[src/rtl/i2cs_pkg.sv]
package i2cs_pkg;

  typedef enum logic [2:0] {
    ST_IDLE,
    ST_ADDR,
    ST_ACKOUT,
    ST_RX,
    ST_TX,
    ST_TXACK,
    ST_HALT
  } i2cs_state_e;

  localparam logic [1:0] SEL_CTRL = 2'd0;
  localparam logic [1:0] SEL_ADDR = 2'd1;
  localparam logic [1:0] SEL_DATA = 2'd2;
  localparam logic [1:0] SEL_STAT = 2'd3;

  // system clocks needed to cover a spike window (rounded up)
  function automatic int filt_cycles(input int clk_ps, input int spike_ps);
    int n;
    n = (spike_ps + clk_ps - 1) / clk_ps;
    return (n < 1) ? 1 : n;
  endfunction

  // address byte carries the 7-bit address in bits 7:1
  function automatic logic addr_hit(input logic [7:0] sh, input logic [6:0] own);
    return sh[7:1] == own;
  endfunction

endpackage

[src/rtl/i2cs_filter.sv]
module i2cs_filter #(
  parameter int   LEN  = 10,
  parameter logic INIT = 1'b1
) (
  input  logic clk,
  input  logic rst_n,
  input  logic din,
  output logic dout
);
  localparam int CW = $clog2(LEN + 1);

  logic [1:0]    sync_q;
  logic [CW-1:0] cnt_q;

  always_ff @(posedge clk or negedge rst_n) begin
    if (!rst_n) begin
      sync_q <= {INIT, INIT};
      cnt_q  <= '0;
      dout   <= INIT;
    end else begin
      sync_q <= {sync_q[0], din};
      if (sync_q[1] == dout) begin
        cnt_q <= '0;
      end else if (cnt_q == CW'(LEN - 1)) begin
        dout  <= sync_q[1];
        cnt_q <= '0;
      end else begin
        cnt_q <= cnt_q + 1'b1;
      end
    end
  end
endmodule

[src/rtl/i2cs_cond.sv]
module i2cs_cond (
  input  logic clk,
  input  logic rst_n,
  input  logic scl,
  input  logic sda,
  output logic ev_start,
  output logic ev_stop,
  output logic ev_rise,
  output logic ev_fall
);
  logic scl_q, sda_q;

  always_ff @(posedge clk or negedge rst_n) begin
    if (!rst_n) begin
      scl_q <= 1'b1;
      sda_q <= 1'b1;
    end else begin
      scl_q <= scl;
      sda_q <= sda;
    end
  end

  assign ev_rise  = scl & ~scl_q;
  assign ev_fall  = ~scl & scl_q;
  assign ev_start = scl & scl_q & sda_q & ~sda;
  assign ev_stop  = scl & scl_q & ~sda_q & sda;
endmodule

[src/rtl/i2cs_core.sv]
module i2cs_core
  import i2cs_pkg::*;
(
  input  logic       clk,
  input  logic       rst_n,
  input  logic       sda,
  input  logic       ev_start,
  input  logic       ev_stop,
  input  logic       ev_rise,
  input  logic       ev_fall,
  input  logic [6:0] own_addr,
  input  logic       data_acc,
  input  logic       data_wr,
  input  logic [7:0] wdata,
  input  logic       soft_rst,
  output logic [7:0] data_q,
  output logic       flag,
  output logic       tx_dir,
  output logic       halted,
  output logic       sda_low
);
  i2cs_state_e state;
  logic [7:0]  shreg;
  logic [3:0]  bitcnt;
  logic        mack;
  logic [7:0]  tx_byte;

  assign tx_byte = data_wr ? wdata : data_q;
  assign halted  = (state == ST_HALT);

  always_ff @(posedge clk or negedge rst_n) begin
    if (!rst_n) begin
      state   <= ST_IDLE;
      shreg   <= '0;
      bitcnt  <= '0;
      mack    <= 1'b0;
      data_q  <= '0;
      flag    <= 1'b0;
      tx_dir  <= 1'b0;
      sda_low <= 1'b0;
    end else if (soft_rst) begin
      state   <= ST_IDLE;
      bitcnt  <= '0;
      flag    <= 1'b0;
      tx_dir  <= 1'b0;
      sda_low <= 1'b0;
    end else if (state == ST_HALT) begin
      sda_low <= 1'b0;
    end else if (data_acc && !flag) begin
      state   <= ST_HALT;
      sda_low <= 1'b0;
    end else begin
      if (data_acc) begin
        flag <= 1'b0;
        if (data_wr) data_q <= wdata;
        if (state == ST_TX) begin
          shreg   <= tx_byte;
          sda_low <= ~tx_byte[7];
          bitcnt  <= '0;
        end
      end
      if (ev_start) begin
        state   <= ST_ADDR;
        bitcnt  <= '0;
        sda_low <= 1'b0;
      end else if (ev_stop) begin
        state   <= ST_IDLE;
        sda_low <= 1'b0;
      end else if (ev_rise) begin
        case (state)
          ST_ADDR, ST_RX: begin
            shreg  <= {shreg[6:0], sda};
            bitcnt <= bitcnt + 1'b1;
          end
          ST_TX:    bitcnt <= bitcnt + 1'b1;
          ST_TXACK: mack   <= ~sda;
          default: ;
        endcase
      end else if (ev_fall) begin
        case (state)
          ST_ADDR: if (bitcnt == 4'd8) begin
            if (addr_hit(shreg, own_addr)) begin
              data_q  <= shreg;
              tx_dir  <= shreg[0];
              sda_low <= 1'b1;
              state   <= ST_ACKOUT;
            end else begin
              state <= ST_IDLE;
            end
          end
          ST_RX: if (bitcnt == 4'd8) begin
            data_q  <= shreg;
            sda_low <= 1'b1;
            state   <= ST_ACKOUT;
          end
          ST_ACKOUT: begin
            sda_low <= 1'b0;
            flag    <= 1'b1;
            bitcnt  <= '0;
            state   <= tx_dir ? ST_TX : ST_RX;
          end
          ST_TX: if (bitcnt == 4'd8) begin
            sda_low <= 1'b0;
            state   <= ST_TXACK;
          end else begin
            shreg   <= {shreg[6:0], 1'b0};
            sda_low <= ~shreg[6];
          end
          ST_TXACK: if (mack) begin
            flag   <= 1'b1;
            bitcnt <= '0;
            state  <= ST_TX;
          end else begin
            state <= ST_IDLE;
          end
          default: ;
        endcase
      end
    end
  end
endmodule

[src/rtl/i2cs_top.sv]
module i2cs_top
  import i2cs_pkg::*;
#(
  parameter int         CLK_PS   = 5000,
  parameter int         SPIKE_PS = 50000,
  parameter logic [6:0] DEF_ADDR = 7'h3A
) (
  input  logic       clk,
  input  logic       rst_n,
  input  logic       scl_in,
  input  logic       sda_in,
  output logic       scl_pull,
  output logic       sda_pull,
  input  logic [1:0] reg_sel,
  input  logic       reg_wr,
  input  logic       reg_rd,
  input  logic [7:0] reg_wdata,
  output logic [7:0] reg_rdata,
  output logic       irq
);
  localparam int FILT = filt_cycles(CLK_PS, SPIKE_PS);

  logic       scl_f, sda_f;
  logic       ev_start_w, ev_stop_w, ev_rise_w, ev_fall_w;
  logic [6:0] own_addr_q;
  logic       data_acc_w, soft_rst_w;
  logic [7:0] data_w;
  logic       flag_w, tx_dir_w, halted_w, sda_low_w;

  logic [1:0] line_raw, line_flt;
  assign line_raw = {scl_in, sda_in};
  assign scl_f    = line_flt[1];
  assign sda_f    = line_flt[0];

  for (genvar g = 0; g < 2; g++) begin : g_filt
    i2cs_filter #(.LEN(FILT), .INIT(1'b1)) u_filt (
      .clk(clk), .rst_n(rst_n), .din(line_raw[g]), .dout(line_flt[g])
    );
  end

  i2cs_cond u_cond (
    .clk(clk), .rst_n(rst_n), .scl(scl_f), .sda(sda_f),
    .ev_start(ev_start_w), .ev_stop(ev_stop_w),
    .ev_rise(ev_rise_w), .ev_fall(ev_fall_w)
  );

  assign data_acc_w = (reg_wr | reg_rd) && (reg_sel == SEL_DATA);
  assign soft_rst_w = reg_wr && (reg_sel == SEL_CTRL) && reg_wdata[0];

  always_ff @(posedge clk or negedge rst_n) begin
    if (!rst_n)                            own_addr_q <= DEF_ADDR;
    else if (reg_wr && reg_sel == SEL_ADDR) own_addr_q <= reg_wdata[6:0];
  end

  i2cs_core u_core (
    .clk(clk), .rst_n(rst_n), .sda(sda_f),
    .ev_start(ev_start_w), .ev_stop(ev_stop_w),
    .ev_rise(ev_rise_w), .ev_fall(ev_fall_w),
    .own_addr(own_addr_q), .data_acc(data_acc_w), .data_wr(reg_wr),
    .wdata(reg_wdata), .soft_rst(soft_rst_w),
    .data_q(data_w), .flag(flag_w), .tx_dir(tx_dir_w),
    .halted(halted_w), .sda_low(sda_low_w)
  );

  always_comb begin
    unique case (reg_sel)
      SEL_CTRL: reg_rdata = 8'h00;
      SEL_ADDR: reg_rdata = {1'b0, own_addr_q};
      SEL_DATA: reg_rdata = data_w;
      default:  reg_rdata = {5'b0, halted_w, tx_dir_w, flag_w};
    endcase
  end

  assign irq      = flag_w;
  assign scl_pull = flag_w;
  assign sda_pull = sda_low_w;
endmodule

[config.mk]
export PLATFORM = sky130hd
export DESIGN_NAME = i2cs_top
export DESIGN_NICKNAME = d
export VERILOG_FILES = /design/src/rtl/i2cs_pkg.sv /design/src/rtl/i2cs_filter.sv /design/src/rtl/i2cs_cond.sv /design/src/rtl/i2cs_core.sv /design/src/rtl/i2cs_top.sv
export SDC_FILE = /design/constraint.sdc
export NUM_CORES = 1
export LEC_CHECK = 0
export BUFFER_PORTS_ARGS = -buffer_cell sky130_fd_sc_hd__buf_2
export CAP_MARGIN = 30
export CELL_PAD_IN_SITES_DETAIL_PLACEMENT = 1
export CELL_PAD_IN_SITES_GLOBAL_PLACEMENT = 1
export CORE_MARGIN = 8
export CORE_UTILIZATION = 45
export CTS_CLUSTER_SIZE = 40
export DETAILED_ROUTE_END_ITERATION = 8
export PLACE_DENSITY_LB_ADDON = 0.1
export SLEW_MARGIN = 10
export SYNTH_ARGS = -nofsm -noshare
export SYNTH_HDL_FRONTEND = slang
export SYNTH_HIERARCHICAL = 1
export SYNTH_SLANG_ARGS = --single-unit
[constraint.sdc]
create_clock -name clk -period 2.45 [get_ports clk]
set_input_delay 0.245 -clock clk [delete_from_list [all_inputs] [get_ports clk]]
set_output_delay 0.245 -clock clk [all_outputs]
set_load 0.01 [all_outputs]
# == Word level (Yosys, flattened, before mapping) ==
# Index checks and enable logic that the tools add are counted.
# totals
regBits,50
latch_bits,0
mem_bits_rw,0
rom_bits,0
inputBits,16
output_inout_bits,11
n_memories,0
# classes
addsub,3
mul,0
div_mod_pow,0
magnitude_cmp,0
eq_ne,23
shift,0
muxes,84
bitwise_logic,21
n_reduce_logical,22
# op_table
op,count
$mux 8,18
$mux 4,15
$mux 3,12
$mux 1,32
$pmux 8 s3,1
$pmux 8 s2,1
$pmux 3 s5,1
$reduce_and 7->1,2
$not 1->1,13
$add 4x1->4 const B,3
$eq 4x4->1 const B,3
$ne 6x4->1 const B,2
$eq 3x3->1 const B,3
$reduce_and 9->1,1
$reduce_bool 9->1,1
$pmux 4 s2,1
$reduce_bool 2->1,4
$and 1x1->1,7
$eq 7x7->1,1
$eq 3x2->1 const B,2
$ne 2x1->1 const B,3
$ne 6x5->1 const B,1
$reduce_and 2->1,3
$logic_and 1x1->1,5
other kinds (16),18

# == Depth between registers and ports, before layout ==
# Gate-level depths: netlist of the first run.
# logic_depth
word_depth,14
depth_mapped,9

# == Hierarchy ==
# The synthesis of the first run kept the hierarchy.
# modules_own_cells
mod,n_inst,cells_per_inst,area_each_um2
i2cs_core,1,214,1964.4
i2cs_filter,2,21,292.8
i2cs_top,1,32,422.9
i2cs_cond,1,6,85.1

# == Worst setup path after synthesis of the first run ==
# OpenSTA, ideal clock, no wires.
# synth_path
path_kind,reg-to-reg
start,register u_cond.sda_q
end,register u_core.data_q[0]
setup_time_ps,126
arrival_ps,1985
setup_slack_ps,339
path_stages_with_launch,9
cell_sequence,dfstp_2 and4b_1 buf_2 nor4b_2 and3_1 buf_4 o21a_1 o31ai_1 a221o_1
# synth_via
elab_chain_len,5
elab_cells_between_ends,7
cone_classes,2 x mux; 5 x bitwise
# synth_lines
element,line_no,text
start: declaration,i2cs_cond.sv:11,"logic scl_q, sda_q;"
start signal: assignment,i2cs_cond.sv:16,sda_q <= 1'b1;
start signal: assignment,i2cs_cond.sv:19,sda_q <= sda;
$not 1->1,i2cs_cond.sv:26,assign ev_stop = scl & scl_q & ~sda_q & sda;
$and 1x1->1 (2 in a row),i2cs_cond.sv:26,
via ev_stop_w,i2cs_top.sv:24,"logic ev_start_w, ev_stop_w, ev_rise_w, ev_fall_w;"
$mux 8,i2cs_core.sv:66,end else if (ev_stop) begin
$mux 8,i2cs_core.sv:62,if (ev_start) begin
end signal: assignment,i2cs_core.sv:55,if (data_wr) data_q <= wdata;
end signal: assignment,i2cs_core.sv:83,data_q <= shreg;
end signal: assignment,i2cs_core.sv:92,data_q <= shreg;
end: declaration,i2cs_core.sv:16,"output logic [7:0] data_q,"
# The timed path passes the listed nets, and every way through them passes these cells.
# A chain may end at the register's enable or synchronous reset.

# == Worst setup path in the final report of the first run ==
# layout_path
start,register g_filt[0].u_filt.dout
end,register u_core.shreg[5]
# layout_via
elab_chain_len,3
elab_cells_between_ends,5
cone_classes,2 x mux; 3 x bitwise
# layout_lines
element,line_no,text
start: declaration,i2cs_filter.sv:8,output logic dout
start signal: assignment,i2cs_filter.sv:25,dout <= sync_q[1];
$and 1x1->1,i2cs_cond.sv:26,
via ev_stop_w,i2cs_top.sv:24,
$mux 8,i2cs_core.sv:66,
$mux 8,i2cs_core.sv:62,
end signal: assignment,i2cs_core.sv:57,shreg <= tx_byte;
end signal: assignment,i2cs_core.sv:72,"shreg <= {shreg[6:0], sda};"
end signal: assignment,i2cs_core.sv:106,"shreg <= {shreg[6:0], 1'b0};"
end: declaration,i2cs_core.sv:23,logic [7:0] shreg;
# The timed path passes the listed nets, and every way through them passes these cells.

==> results of run 1 <==
[final timing paths]
kind	to	start	cells past startpoint
max reg2reg	u_core/shreg[5]	g_filt[0].u_filt/dout	6
min in group asynchronous	g_filt[1].u_filt/cnt_q[0]	rst_n	2
min reg2reg	g_filt[0].u_filt/sync_q[1]	g_filt[0].u_filt/sync_q[0]	0
min	g_filt[0].u_filt/sync_q[0]	sda_in	1
max in group asynchronous	u_core/shreg[4]	rst_n	4
max	u_core/shreg[5]	g_filt[0].u_filt/dout	6
[stage by stage]
| step | util | cells | power [mW] | setup TNS (ns) | area [um2] |
|---|---|---|---|---|---|
| finish | 0.523 | 414 | 3.00 | 0 | 3500 |
| global route | 0.523 | 414 | 3.19 | -0.0797 | 3500 |
| CTS | 0.519 | 412 | 3.02 | 0 | 3470 |
| detailed placement | 0.502 | 404 | 2.41 | 0 | 3350 |
| global placement | 0.502 | 404 | 2.38 | 0 | 3350 |
| floorplan | - | 294 | 2.00 | 0 | 3060 |
[registers in the layout, indices dropped and copies added (netlist names)]
signal / flops
g_filt.u_filt/cnt_q: 8
u_core/data_q: 8
u_core/shreg: 8
own_addr_q: 7
g_filt.u_filt/sync_q: 4
u_core/bitcnt: 4
u_core/state: 3
g_filt.u_filt/dout: 2
u_cond/scl_q: 1
u_cond/sda_q: 1
u_core/flag: 1
u_core/mack: 1
u_core/sda_low: 1
u_core/tx_dir: 1
[worst reg2reg max path: cells and delay by family (launching register included)]
kind / cells / cell delay (ns)
AO/OA/AOI/OAI: 4 / 1.02
AND/OR/NAND/NOR: 2 / 0.59
flip-flops: 1 / 0.60
[cells in the mapped netlist, types with 5 or more instances]
cell type,count,share of area
ha_1,6,0.025
dfrtp_1,38,0.31
a211oi_1,8,0.020
nand3_1,6,0.0098
xnor2_1,9,0.026
o21ai_0,5,0.0082
nor2_1,23,0.028
dfstp_2,12,0.10
o31ai_1,8,0.020
nand2_1,22,0.027
nor2b_1,9,0.018
clkbuf_1,7,0.0086
nand2b_1,6,0.012
mux2_2,16,0.059
inv_1,9,0.011
mux2i_1,6,0.020
a22o_1,8,0.023
a21oi_1,10,0.016
a221o_1,13,0.043
[layout by cell type (no fill, tap or decap), types with 6 or more instances in the layout]
cell type,instances
xnor2_1,9
mux2_2,16
dfstp_2,12
a211oi_1,8
a221o_1,13
a22o_1,8
a21oi_1,10
buf_2,26
nor2b_1,9
o31ai_1,8
nand2_1,22
ha_1,6
nand3_1,6
buf_4,17
nor2_1,23
inv_1,9
nand2b_1,6
mux2i_1,6
dfrtp_1,38
[report_power, final]
part           total, mW  switching, mW  internal [mW]
Clock              0.601          0.294          0.307
Sequential          1.31          0.267           1.04
Combinational       1.09          0.578          0.511
[final cells by class]
type | count | area [um2]
multi-input combinational | 221 | 1690
sequential | 50 | 1270
tap | 80 | 100
timing repair buffer | 45 | 288
fill | 768 | 3190
clock inverter | 2 | 38.8
clock buffer | 6 | 72.6
inverter | 10 | 37.5
[kinds of logic (layout without fill, tap and decap cells)]
| kind of cell | Yosys count | after routing | share of synthesized area |
|---|---|---|---|
| fa+ha+maj | 6 | 6 | 0.0245 |
| xor+xnor | 13 | 13 | 0.0372 |
| mux | 25 | 25 | 0.0921 |
| buf+inv | 23 | 63 | 0.0323 |
| compound gates | 76 | 76 | 0.198 |
| simple gates | 101 | 101 | 0.202 |
| flops | 50 | 50 | 0.414 |
[repair_timing]
action / CTS / global route
resized for setup: 0 / 0
setup endpoints to repair: 0 / 5
endpoints found under the hold margin: 0 / 22
hold buffers: 0 / 1
[routing by layer]
layer,up-vias,GRT usage
li1,1186,-
met4,0,0.0319
met1,1306,0.238
met2,61,0.302
met5,-,0
met3,4,0.0437
==> flow_summary.toml, run 1 <==
[status]
status = "complete, no violations"

[final_layout]
n_antenna_cell = 0
drive_gt1_frac = 0.290
fin_nets = 355
area_delta_synth_final_pct = 14.3

[timing]
period_share = 0.939
finalClockSkew_ns = 0.0103
hold-worst-slack_ns = 0.0363
max_freq_mhz = 435
fin_crit_ns = 2.30
relSlewSlack = 0.472
fin_ws_ns = 0.150
rsz0062_at_grt = "yes"
hold_viol = 0
setup_violations = 0
tightest_slew_ns = 0.786
drv_slew = 0

[critical_path]
slowest_stage = "dfstp_2"
critPathLaunchType = "register"
arrival_ns = 2.51
cp_max_fo = 8
crit_family = "compound AO/OA/AOI/OAI gates"
cp_slowest_stage_delay_ns = 0.60
path_class = "register to register"
required_ns = 2.66
rrSetupSlack_ns = 0.15
worstPathCellList = "and4b_1, nor2_1, a31o_2, o21ai_1, a22oi_1, o31ai_1"
cp_num_buf_inv = 0
endpoint_kind = "register"

[clock_network]
clock_latency_ns = 0.31
htreeDepth = 2
cts_max_path_buffers = 2
cts_tree = "done"
clk_pin_slew_ns = 0.10
cts_made_buffers = 5
root_buffer = "clkbuf_8"
numClockSinks = 50
cts_setup_buffers = 0

[logic_synthesis]
synth_warnings = 6
synth-seq-area-share = 0.414
postSynthAreaPerCell_um2 = 10.4
ys_types = 65
synth_edf_count = 0
syn_nets = 316
synthFlopType = "dfrtp_1"
syn_inst = 294
synth-async-reset-ratio = 1.00
syn_area_mm2 = 0.00306
ys_ff_latch = 50

[grt]
track_usage = 0.183
grt_pass1_vias = 2652
gr-total-overflow = 0
grt_max_degree = 40
grt_pass1_wl_mm = 14.3
antenna_found_initial = 0

[floorplan]
die_y_um = 98.4
fp.dieArea_mm2 = 0.00969
rows = 30
ios = 27
core_region_area_mm2 = 0.00668
die-width_um = 98.4
start_util = 0.458

[route]
top_layer_used = "met4"
drt_iter0_markers = 113
drc = 0
dr_wl_met2_mm = 4.08
antenna_left = 0
wl_per_cell_um = 20.6
wl_met3_um = 423
vias = 2557
viasPerCell = 6.18
drt-total-wl_mm = 8.54
wl_met1_mm = 4.00
dr.pass1.iters = 5

[placement]
pre_cts_ws_ns = 0.143
port_buffers = 26
place_hpwl_mm = 6.56
place_congestion = 0.828

[job]
max_cap_violations = 0

[worst_hold_path]
hold_class = "input port to register"

[power_and_ir_drop]
p_leak_nw = 1.61
pwr_density_cell_mw_per_mm2 = 858
ir_drop_mv = 0.331
Note: power is estimated with default switching activity, not from simulation.
==> run 2, diff against run 1 <==
--- a/config.mk
+++ b/config.mk
@@ -7,13 +7,10 @@
 export LEC_CHECK = 0
 export BUFFER_PORTS_ARGS = -buffer_cell sky130_fd_sc_hd__buf_2
 export CAP_MARGIN = 30
-export CELL_PAD_IN_SITES_DETAIL_PLACEMENT = 1
-export CELL_PAD_IN_SITES_GLOBAL_PLACEMENT = 1
 export CORE_MARGIN = 8
 export CORE_UTILIZATION = 45
 export CTS_CLUSTER_SIZE = 40
 export DETAILED_ROUTE_END_ITERATION = 8
-export PLACE_DENSITY_LB_ADDON = 0.1
 export SLEW_MARGIN = 10
 export SYNTH_ARGS = -nofsm -noshare
 export SYNTH_HDL_FRONTEND = slang
==> run 2 against run 1 <==
- sequential power about the same
- final cell count decreased by 0.97%
- first-iteration DRC count increased by 110%
- flip-flop and latch count unchanged
- die area unchanged
- register-to-register slack improved by 0.03 ns
- total power decreased by 4.0%
- via count decreased by 4.7%
- hold slack got worse by 0.014 ns
- final area decreased by 1.3%
- sequential share of layout area increased by 0.46 points
- critical path depth unchanged
==> flow_summary.toml, run 2 (synthesis results as in run 1) <==
[critical_path]
r2r-end = "u_core/shreg[1]"
cp_num_buf_inv = 0
arrival_ns = 2.47
path_class = "register to register"
rr_worst_depth = 6
slowest_stage = "dfstp_2"
cp_max_fo = 8
worstPathCellList = "and4b_1, nor4b_4, and3_1, nand2b_1, nor2_1, a221o_1"
crit_family = "simple AND/OR/NAND/NOR gates"
cp_slowest_stage_delay_ns = 0.60
required_ns = 2.65
rrSetupSlack_ns = 0.18
endpoint_kind = "register"
critPathLaunchType = "register"
rr_startpoint = "g_filt[0].u_filt/dout"
worstSetupStartpoint = "g_filt[0].u_filt/dout"

[clock_network]
cts_made_buffers = 5
cts_max_path_buffers = 2
cts_tree = "done"
cts_setup_buffers = 0
root_buffer = "clkbuf_8"
clock_latency_ns = 0.31
numClockSinks = 50
clk_pin_slew_ns = 0.10
htreeDepth = 2

[final_layout]
layout_commonest_cell = "dfrtp_1"
area_delta_synth_final_pct = 12.9
drive_gt1_frac = 0.288
post-route-util = 0.517
postLayoutCellArea_mm2 = 0.00345
layout_common_cells = "dfrtp_1, buf_2, nor2_1"
n_antenna_cell = 0
fin_nets = 351
top_regs = "g_filt.u_filt/cnt_q x8, u_core/data_q x8, u_core/shreg x8"

[power_and_ir_drop]
pwr_density_cell_mw_per_mm2 = 834
p_total_mw = 2.88
p_comb_frac = 0.361
cellInternalPower_mw = 1.76
ir_drop_mv = 0.355
p_switching_mw = 1.12
pwr-share-seq = 0.459
pwr-share-clk = 0.180
p_sw_frac = 0.389
p_leak_nw = 1.58

[timing]
rsz0062_at_grt = "no"
period_share = 0.928
fin_crit_ns = 2.27
tightest_slew_ns = 0.812
tns_ns = 0
drv_slew = 0
hold-worst-slack_ns = 0.0224
finalClockSkew_ns = 0.00743
hold_viol = 0
relSlewSlack = 0.454
setup_violations = 0
max_freq_mhz = 440

[route]
vias = 2437
dr.pass1.iters = 4
viasPerCell = 5.94
antenna_left = 0
drc = 0
drt_iter0_markers = 232
wl_per_cell_um = 18.3
drt-total-wl_mm = 7.49

[floorplan]
core_region_area_mm2 = 0.00668
fp.dieArea_mm2 = 0.00969
rows = 30
die_y_um = 98.4
start_util = 0.458
ios = 27
die-width_um = 98.4

[worst_hold_path]
min_delay_path_depth = 1
hold_class = "input port to register"
min_from = "scl_in"
min_to = "g_filt[1].u_filt/sync_q[0]"

[grt]
gr-max-usage-layer = "met2"
antenna_found_initial = 0
grt_pass1_wl_mm = 12.4
grt_pass1_vias = 2400
grt.met1_usage = 0.218
track_usage = 0.157
gr-total-overflow = 0
met3_usage = 0.0331
gr-usage-met2 = 0.243
grt_max_degree = 30

[placement]
port_buffers = 26
place_congestion = 0.944
place_hpwl_mm = 5.73
place_area_mm2 = 0.00333

[status]
status = "complete, no violations"

[job]
max_cap_violations = 0
==> run 2: cell types whose count changed in the layout (fill, tap and decap cells not counted) <==
cell       delta
bufinv_16     -1
o21ai_2       +1
clkbuf_1      -1
nor4b_2       -1
clkinv_4      +1
buf_12        -1
buf_4         -3
o21ai_1       -1
nor4b_4       +1
inv_8         +1
==> run 2: timing repair <==
action                                  CTS  global route
hold buffers                              1             0
gates resized for setup                   0             2
endpoints found under the setup margin    0            14
endpoints found under the hold margin    20             0
==> run 2: layer usage <==
layer	wire length, um	share of wire
met1	3640	0.49
met2	3420	0.46
met3	374	0.050
met4	54	0.0072
met5	0	0
==> run 2: cell type report <==
cell class                 instances  area (um2)
clock buffer                       5        68.8
multi-input combinational        221        1710
sequential                        50        1270
clock inverter                     3        28.8
tap                               80         100
timing repair buffer              41         245
inverter                          10        37.5
fill                             634        3230
==> run 2: how the worst max path moves through the flow <==
stage,depth (start not counted),to,slack (ns)
final,6,u_core/shreg[1],0.18
after global routing,6,u_core/shreg[1],0.003
after CTS,6,u_core/data_q[6],0.09
after detailed placement,6,u_core/data_q[3],0.09
after global placement,6,u_core/data_q[6],0.14
after floorplan,8,u_core/data_q[0],0.34
==> run 2: power by group through the flow <==
stage                     sequential [mW]  clock [mW]  combinational, mW
after global routing                 1.35       0.566               1.15
after CTS                            1.31       0.544               1.03
after detailed placement             1.33           0               1.03
after floorplan                      1.22           0              0.780
final                                1.32       0.520               1.04
after global placement               1.32           0               1.03
==> run 2: per-stage QoR <==
stage | instances | setup slack [ns]
finish | 410 | 0.176
CTS | 410 | 0.0854
global route | 410 | 0.00305
floorplan | 294 | 0.339
detailed placement | 401 | 0.0927
global placement | 401 | 0.143
